[config.mk]
export PLATFORM = sky130hd
export DESIGN_NAME = err_recov_seq
export DESIGN_NICKNAME = d
export VERILOG_FILES = /design/src/rtl/erq_pkg.sv /design/src/rtl/erq_downcnt.sv /design/src/rtl/erq_status_cap.sv /design/src/rtl/err_recov_seq.sv
export SDC_FILE = /design/constraint.sdc
export NUM_CORES = 1
export LEC_CHECK = 0
export ABC_AREA = 1
export ABC_CLOCK_PERIOD_IN_PS = 1600
export BUFFER_PORTS_ARGS = -buffer_cell sky130_fd_sc_hd__buf_2
export CORE_MARGIN = 4
export CORE_UTILIZATION = 40
export DETAILED_ROUTE_END_ITERATION = 12
export GPL_ROUTABILITY_DRIVEN = 1
export GPL_TIMING_DRIVEN = 0
export MAX_ROUTING_LAYER = met4
export PLACE_DENSITY = 0.63
export SETUP_SLACK_MARGIN = 0.3
export SYNTH_ARGS = -nofsm -noshare
export SYNTH_HDL_FRONTEND = slang
export SYNTH_HIERARCHICAL = 1
export SYNTH_SLANG_ARGS = --single-unit
[constraint.sdc]
create_clock -name clk -period 1.6 [get_ports clk]
set_input_delay 0.4 -clock clk [delete_from_list [all_inputs] [get_ports clk]]
set_output_delay 0.4 -clock clk [all_outputs]
set_load 0.1 [all_outputs]
[src/rtl/erq_pkg.sv]
package erq_pkg;

  typedef enum logic [3:0] {
    S_IDLE, S_CMD_CHK, S_CMD_RST, S_CMD_WAIT,
    S_DAT_CHK, S_DAT_RST, S_DAT_WAIT, S_SAVE,
    S_CLEAR, S_ABORT, S_ABT_WAIT, S_EVAL,
    S_SETTLE, S_DONE
  } erq_state_e;

  // cycles for a wait of wait_us at clk_khz, rounded up, plus one of margin
  function automatic int unsigned erq_settle_cycles(input int unsigned clk_khz,
                                                    input int unsigned wait_us);
    return (clk_khz * wait_us + 999) / 1000 + 1;
  endfunction

endpackage

[src/rtl/erq_downcnt.sv]
module erq_downcnt #(
  parameter int unsigned W = 8
) (
  input  logic         clk,
  input  logic         rst_n,
  input  logic         load_i,
  input  logic [W-1:0] load_val_i,
  input  logic         dec_i,
  output logic         zero_o
);

  logic [W-1:0] cnt_q;
  logic [W-1:0] cnt_d;
  logic         cnt_en;

  always_comb begin
    cnt_d = cnt_q;
    if (load_i) begin
      cnt_d = load_val_i;
    end else if (dec_i && (cnt_q != '0)) begin
      cnt_d = cnt_q - W'(1);
    end
  end

  assign cnt_en = load_i | dec_i;

  always_ff @(posedge clk or negedge rst_n) begin
    if (!rst_n) begin
      cnt_q <= '0;
    end else if (cnt_en) begin
      cnt_q <= cnt_d;
    end
  end

  assign zero_o = (cnt_q == '0);

endmodule

[src/rtl/erq_status_cap.sv]
module erq_status_cap #(
  parameter int unsigned ERR_W = 16
) (
  input  logic             clk,
  input  logic             rst_n,
  input  logic             cap_i,
  input  logic             clr_i,
  input  logic [ERR_W-1:0] sts_i,
  output logic [ERR_W-1:0] saved_o,
  output logic [ERR_W-1:0] clr_mask_o
);

  logic [ERR_W-1:0] saved_q;

  always_ff @(posedge clk or negedge rst_n) begin
    if (!rst_n) begin
      saved_q <= '0;
    end else if (cap_i) begin
      saved_q <= sts_i;
    end
  end

  assign saved_o    = saved_q;
  assign clr_mask_o = {ERR_W{clr_i}} & saved_q;

endmodule

[src/rtl/err_recov_seq.sv]
module err_recov_seq
  import erq_pkg::*;
#(
  parameter int unsigned ERR_W    = 16,
  parameter int unsigned CLK_KHZ  = 250000,
  parameter int unsigned WAIT_US  = 40,
  parameter int unsigned WDOG_CYC = 256
) (
  input  logic             clk,
  input  logic             rst_n,
  input  logic             start_i,
  input  logic [ERR_W-1:0] err_sts_i,
  input  logic             cmd_rst_busy_i,
  input  logic             dat_rst_busy_i,
  input  logic             cmd_inhibit_i,
  input  logic             dat_inhibit_i,
  input  logic [3:0]       dat_level_i,
  output logic             cmd_rst_o,
  output logic             dat_rst_o,
  output logic [ERR_W-1:0] err_clr_o,
  output logic             abort_req_o,
  output logic             err_int_en_o,
  output logic             busy_o,
  output logic             done_o,
  output logic             recoverable_o,
  output logic             timeout_o,
  output logic [ERR_W-1:0] saved_sts_o
);

  localparam int unsigned SETTLE_CYC = erq_settle_cycles(CLK_KHZ, WAIT_US);
  localparam int unsigned SET_W      = $clog2(SETTLE_CYC + 1);
  localparam int unsigned WD_W       = $clog2(WDOG_CYC + 1);
  localparam int unsigned CMD_LO     = 0;
  localparam int unsigned CMD_HI     = 3;
  localparam int unsigned DAT_LO     = 4;
  localparam int unsigned DAT_HI     = 6;
  localparam int unsigned DTO_BIT    = 4;

  // reset: asserted asynchronously, released on the clock
  logic [1:0] rst_sync_q;
  logic       rst_n_s;

  always_ff @(posedge clk or negedge rst_n) begin
    if (!rst_n) begin
      rst_sync_q <= 2'b00;
    end else begin
      rst_sync_q <= {rst_sync_q[0], 1'b1};
    end
  end
  assign rst_n_s = rst_sync_q[1];

  erq_state_e st_q, st_d;
  logic go_done, fin_recov, fin_to, accept;
  logic wd_load, wd_dec, wd_zero;
  logic set_load, set_dec, set_zero;
  logic recov_q, to_q;
  logic cmd_grp, dat_grp, post_fail;

  assign cmd_grp   = |err_sts_i[CMD_HI:CMD_LO];
  assign dat_grp   = |err_sts_i[DAT_HI:DAT_LO];
  assign post_fail = cmd_grp | err_sts_i[DTO_BIT];
  assign accept    = (st_q == S_IDLE) && start_i;

  always_comb begin
    st_d      = st_q;
    go_done   = 1'b0;
    fin_recov = 1'b0;
    fin_to    = 1'b0;
    wd_load   = 1'b0;
    wd_dec    = 1'b0;
    set_load  = 1'b0;
    set_dec   = 1'b0;
    unique case (st_q)
      S_IDLE:    if (start_i) st_d = S_CMD_CHK;
      S_CMD_CHK: st_d = cmd_grp ? S_CMD_RST : S_DAT_CHK;
      S_CMD_RST: begin
        wd_load = 1'b1;
        st_d    = S_CMD_WAIT;
      end
      S_CMD_WAIT: begin
        if (!cmd_rst_busy_i) begin
          st_d = S_DAT_CHK;
        end else if (wd_zero) begin
          go_done = 1'b1;
          fin_to  = 1'b1;
          st_d    = S_DONE;
        end else begin
          wd_dec = 1'b1;
        end
      end
      S_DAT_CHK: st_d = dat_grp ? S_DAT_RST : S_SAVE;
      S_DAT_RST: begin
        wd_load = 1'b1;
        st_d    = S_DAT_WAIT;
      end
      S_DAT_WAIT: begin
        if (!dat_rst_busy_i) begin
          st_d = S_SAVE;
        end else if (wd_zero) begin
          go_done = 1'b1;
          fin_to  = 1'b1;
          st_d    = S_DONE;
        end else begin
          wd_dec = 1'b1;
        end
      end
      S_SAVE:  st_d = S_CLEAR;
      S_CLEAR: st_d = S_ABORT;
      S_ABORT: begin
        wd_load = 1'b1;
        st_d    = S_ABT_WAIT;
      end
      S_ABT_WAIT: begin
        if (!cmd_inhibit_i && !dat_inhibit_i) begin
          st_d = S_EVAL;
        end else if (wd_zero) begin
          go_done = 1'b1;
          fin_to  = 1'b1;
          st_d    = S_DONE;
        end else begin
          wd_dec = 1'b1;
        end
      end
      S_EVAL: begin
        if (post_fail) begin
          go_done = 1'b1;
          st_d    = S_DONE;
        end else begin
          set_load = 1'b1;
          st_d     = S_SETTLE;
        end
      end
      S_SETTLE: begin
        if (set_zero) begin
          go_done   = 1'b1;
          fin_recov = &dat_level_i;
          st_d      = S_DONE;
        end else begin
          set_dec = 1'b1;
        end
      end
      S_DONE:  st_d = S_IDLE;
      default: st_d = S_IDLE;
    endcase
  end

  always_ff @(posedge clk or negedge rst_n_s) begin
    if (!rst_n_s) begin
      st_q <= S_IDLE;
    end else begin
      st_q <= st_d;
    end
  end

  always_ff @(posedge clk or negedge rst_n_s) begin
    if (!rst_n_s) begin
      recov_q <= 1'b0;
      to_q    <= 1'b0;
    end else if (accept) begin
      recov_q <= 1'b0;
      to_q    <= 1'b0;
    end else if (go_done) begin
      recov_q <= fin_recov;
      to_q    <= fin_to;
    end
  end

  erq_downcnt #(.W(WD_W)) wdog_i (
    .clk       (clk),
    .rst_n     (rst_n_s),
    .load_i    (wd_load),
    .load_val_i(WD_W'(WDOG_CYC)),
    .dec_i     (wd_dec),
    .zero_o    (wd_zero)
  );

  erq_downcnt #(.W(SET_W)) settle_i (
    .clk       (clk),
    .rst_n     (rst_n_s),
    .load_i    (set_load),
    .load_val_i(SET_W'(SETTLE_CYC)),
    .dec_i     (set_dec),
    .zero_o    (set_zero)
  );

  erq_status_cap #(.ERR_W(ERR_W)) cap_i (
    .clk       (clk),
    .rst_n     (rst_n_s),
    .cap_i     (st_q == S_SAVE),
    .clr_i     (st_q == S_CLEAR),
    .sts_i     (err_sts_i),
    .saved_o   (saved_sts_o),
    .clr_mask_o(err_clr_o)
  );

  assign cmd_rst_o     = (st_q == S_CMD_RST);
  assign dat_rst_o     = (st_q == S_DAT_RST);
  assign abort_req_o   = (st_q == S_ABORT);
  assign done_o        = (st_q == S_DONE);
  assign busy_o        = (st_q != S_IDLE) && (st_q != S_DONE);
  assign err_int_en_o  = !busy_o;
  assign recoverable_o = recov_q;
  assign timeout_o     = to_q;

endmodule

==> metrics.csv <==
stage;metric;value;unit
routing;first_pass_iters;5;
routing;avgViaCountPerCell;5.18;
setup_path;cpMaxStageDelayCell;dfrtp_1;
cells_and_area;synthToLayoutAreaGrowth;90.1;%
setup_path;critPathMaxFanout;3;
min_path;min_to;cap_i/saved_o[11];
floorplan;dieArea;9550;um^2
placement;routabilityCongestion;0.874;
setup_path;crit_cells;17;
routing;drt_iter0_drc;224;
synthesis;syn_avg_cell_area;6.59;um^2
floorplan;core;7770;um^2
routing;drcViolationCount;0;
synthesis;synth_simple_gate_area_frac;0.431;
floorplan;rows;32;
pwr;power_density;2020;nW/um^2
routing;wirelength;13.9;mm
grt;first_global_vias;3908;
routing;wl_per_cell;17.7;um
setup_path;rr_startpoint;st_q[2];
cts;cts_made_buffers;5;
synthesis;synth_mux_area_frac;0;
pwr;vdd_drop_max;0.854;mV
setup_path;r2r_setup_slack;-740;ps
grt;met3_usage;0.0400;
floorplan;start_util;0.415;
setup_path;critical-path-max-stage-delay;440;ps
cts;clkTransAtPathRegs;110;ps
synthesis;yosysTopAreaCell;dfrtp_1;
synthesis;synth-adder-area-share;0.00777;
sta;max_slew_margin;0.579;
placement;dp_hpwl;6.09;mm
sta;setup_slack;-738;ps
grt;antenna_found_initial;1;
cts;clock_latency;320;ps
grt;grt_use_met2;0.440;
grt;overflow;0;
grt;grt_max_degree;46;
setup_path;crit_family;buffers and inverters;
sta;hold_viol_final;0;
outcome;outcome;finished, violations left;
cells_and_area;final_core_util;0.788;
grt;grt_use_met1;0.285;
synthesis;synth_top_family_by_area;simple AND/OR/NAND/NOR gates;
setup_path;reg2reg_to;st_q[0];
synthesis;synth-xor-area-share;0.00544;
cells_and_area;fin_nets;711;
sta;setup_viol;59;
floorplan;die_width;97.7;um
synthesis;ys_types;34;
routing;vias;4076;
synthesis;synth_area;3220;um^2
synthesis;syn_inst;489;
setup_path;path_buf_inv;12;
cells_and_area;instances_no_fill;787;
setup_path;reg2regPathDepth;17;
synthesis;yosys_warnings;6;
sta;skew;20.7;ps
pwr;p_leak;0.00307;uW
synthesis;synth_compound_area_frac;0.0719;
setup_path;start_kind;flop;
flow_run;drv_cap;0;
sta;rsz0062_at_grt;true;
sta;tightest_slew;632;ps
outcome;violations;setup timing;
setup_path;crit_path_frequent_cell;buf_4;
cts;cts_root_buffer;clkbuf_8;
placement;dp_cells;679;
setup_path;cp_cell_sequence;inv_2 > nand2_2 > inv_2 > nand2_4 > buf_6 > buf_4 > buf_4 > buf_4 > buf_4 > buf_4 > buf_6 > buf_4 > buf_6 > buf_6 > nand2_2 > nor2_1 > a21oi_1;
grt;grt_pass1_wl;19.1;mm
grt;busiest_layer;met2;
sta;clock.fmax;0.428;GHz
min_path;holdCritPathClass;input port to flop;
routing;antenna_left;0;
synthesis;synth_top_area_frac;0.365;
min_path;worstHoldStart;err_sts_i[11];
cts;h-tree-depth;2;
setup_path;worstSetupEndpointType;flop;
cts;cts_sinks;47;
sta;layout_worst_path_cycle_share;1.46;
min_path;hold_path_depth;3;
setup_path;arrival;2580;ps
setup_path;crit_required;1840;ps
sta;fin_crit;2340;ps
floorplan;io_pins;67;
setup_path;worstSetupPathType;flop to flop;
sta;slew_viol_final;0;
cells_and_area;layout-drive-gt1-share;0.546;
cts;cts_tree;done;
synthesis;yosys-top-cells-area;dfrtp_1, nand2_1, inv_1;
synthesis;ys_ff_latch;47;
placement;port_buffers;66;
floorplan;die_h;97.7;um
cts;clockBufferDepth;2;
synthesis;synth-seq-area-share;0.365;
grt;grtUsageTotal;0.251;
[cell usage after synthesis]
master    count
nand2_1     182
inv_1        67
dfrtp_1      47
nor2_1       47
nand3_1      37
nand2_2      29
o21ai_0      16
o21ai_2       9
nor3_1        6
buf_6         5
a21oi_1       4
nand4_1       4
inv_2         3
nor2_4        3
a31oi_1       2
clkbuf_1      2
clkinv_1      2
conb_1        2
ha_1          2
nand2_4       2
nand3b_1      2
nor2_2        2
o211ai_1      2
o22ai_1       2
and2_1        1
buf_12        1
buf_2         1
clkbuf_2      1
inv_8         1
nand3_2       1
o211ai_2      1
or2_0         1
xnor2_1       1
xor2_1        1
[worst min-delay path, stage by stage]
cell	delay, ps
buf_2	70
nand2_1	50
nand2_2	50
[worst max-delay path by stage]
stage                        from      endpoint  slack [ps]
after CTS                 st_q[3]  err_clr_o[6]        -520
final                     st_q[2]       st_q[0]        -740
after floorplan           st_q[0]  err_int_en_o        -920
after detailed placement  st_q[2]  err_clr_o[6]        -600
after global routing      st_q[2]       st_q[0]        -780
after global placement    st_q[2]  err_clr_o[9]        -590
[stage by stage]
step	setup slack, ps	setup TNS (ps)	hold slack (ps)	total power (uW)	instance area, um^2
2_1_floorplan	-918	-6080	104	7010	3640
4_1_cts	-518	-12430	283	11100	5610
6_report	-738	-21570	287	12400	6120
3_5_place_dp	-595	-15990	188	7940	4100
3_3_place_gp	-589	-16240	185	7840	4100
5_1_grt	-783	-23770	305	12900	6120
[repair_timing]
action,CTS,global route
hold buffers,1,0
pin swaps,38,28
setup buffers,62,31
setup endpoints to repair,93,84
endpoints found under the hold margin,2,0
resized for setup,236,74
gates cloned,3,1
[per-layer routing]
layer | vias up | part of all wire
met4 | 0 | 0.035
li1 | 1867 | -
met3 | 56 | 0.085
met1 | 1904 | 0.38
met2 | 249 | 0.50
met5 | - | 0
[power breakdown]
group,internal (uW),switching (uW),total [uW]
Combinational,3570,5420,8990
Sequential,1730,783,2510
Clock,395,471,866
[final cells by class]
cell class	count	area, um^2
multi-input combinational	381	2240
timing repair buffer	164	1880
fill	457	1650
sequential	47	1210
inverter	73	389
buffer	10	166
tap	102	128
clock buffer	7	96.3
clock inverter	1	7.51
antenna	2	5.00
[flip-flops by register name, summed over array words and instances (netlist names)]
signal / cells
st_q: 4
recoverable_o: 1
rst_sync_q: 2
cap_i/saved_o: 16
timeout_o: 1
settle_i/cnt_q: 14
wdog_i/cnt_q: 9
[placed cells by master (no fill, tap or decap), drive strengths merged, types with 3 or more instances in the layout]
master / instances
clkbuf: 10
nor3: 6
nor2: 52
nand2: 213
o21ai: 25
o211ai: 3
clkinvlp: 21
nand4: 4
a21oi: 4
dfrtp: 47
nand3: 38
conb: 24
buf: 170
inv: 51
[logic make-up after synthesis]
logic type	Yosys count
XOR/XNOR	2
other	2
AND/OR/NAND/NOR	317
AO/OA/AOI/OAI	36
flip-flops	47
buffers and inverters	83
adder cells (fa/ha/maj)	2
No activity file was read; power rests on OpenSTA's default activity.
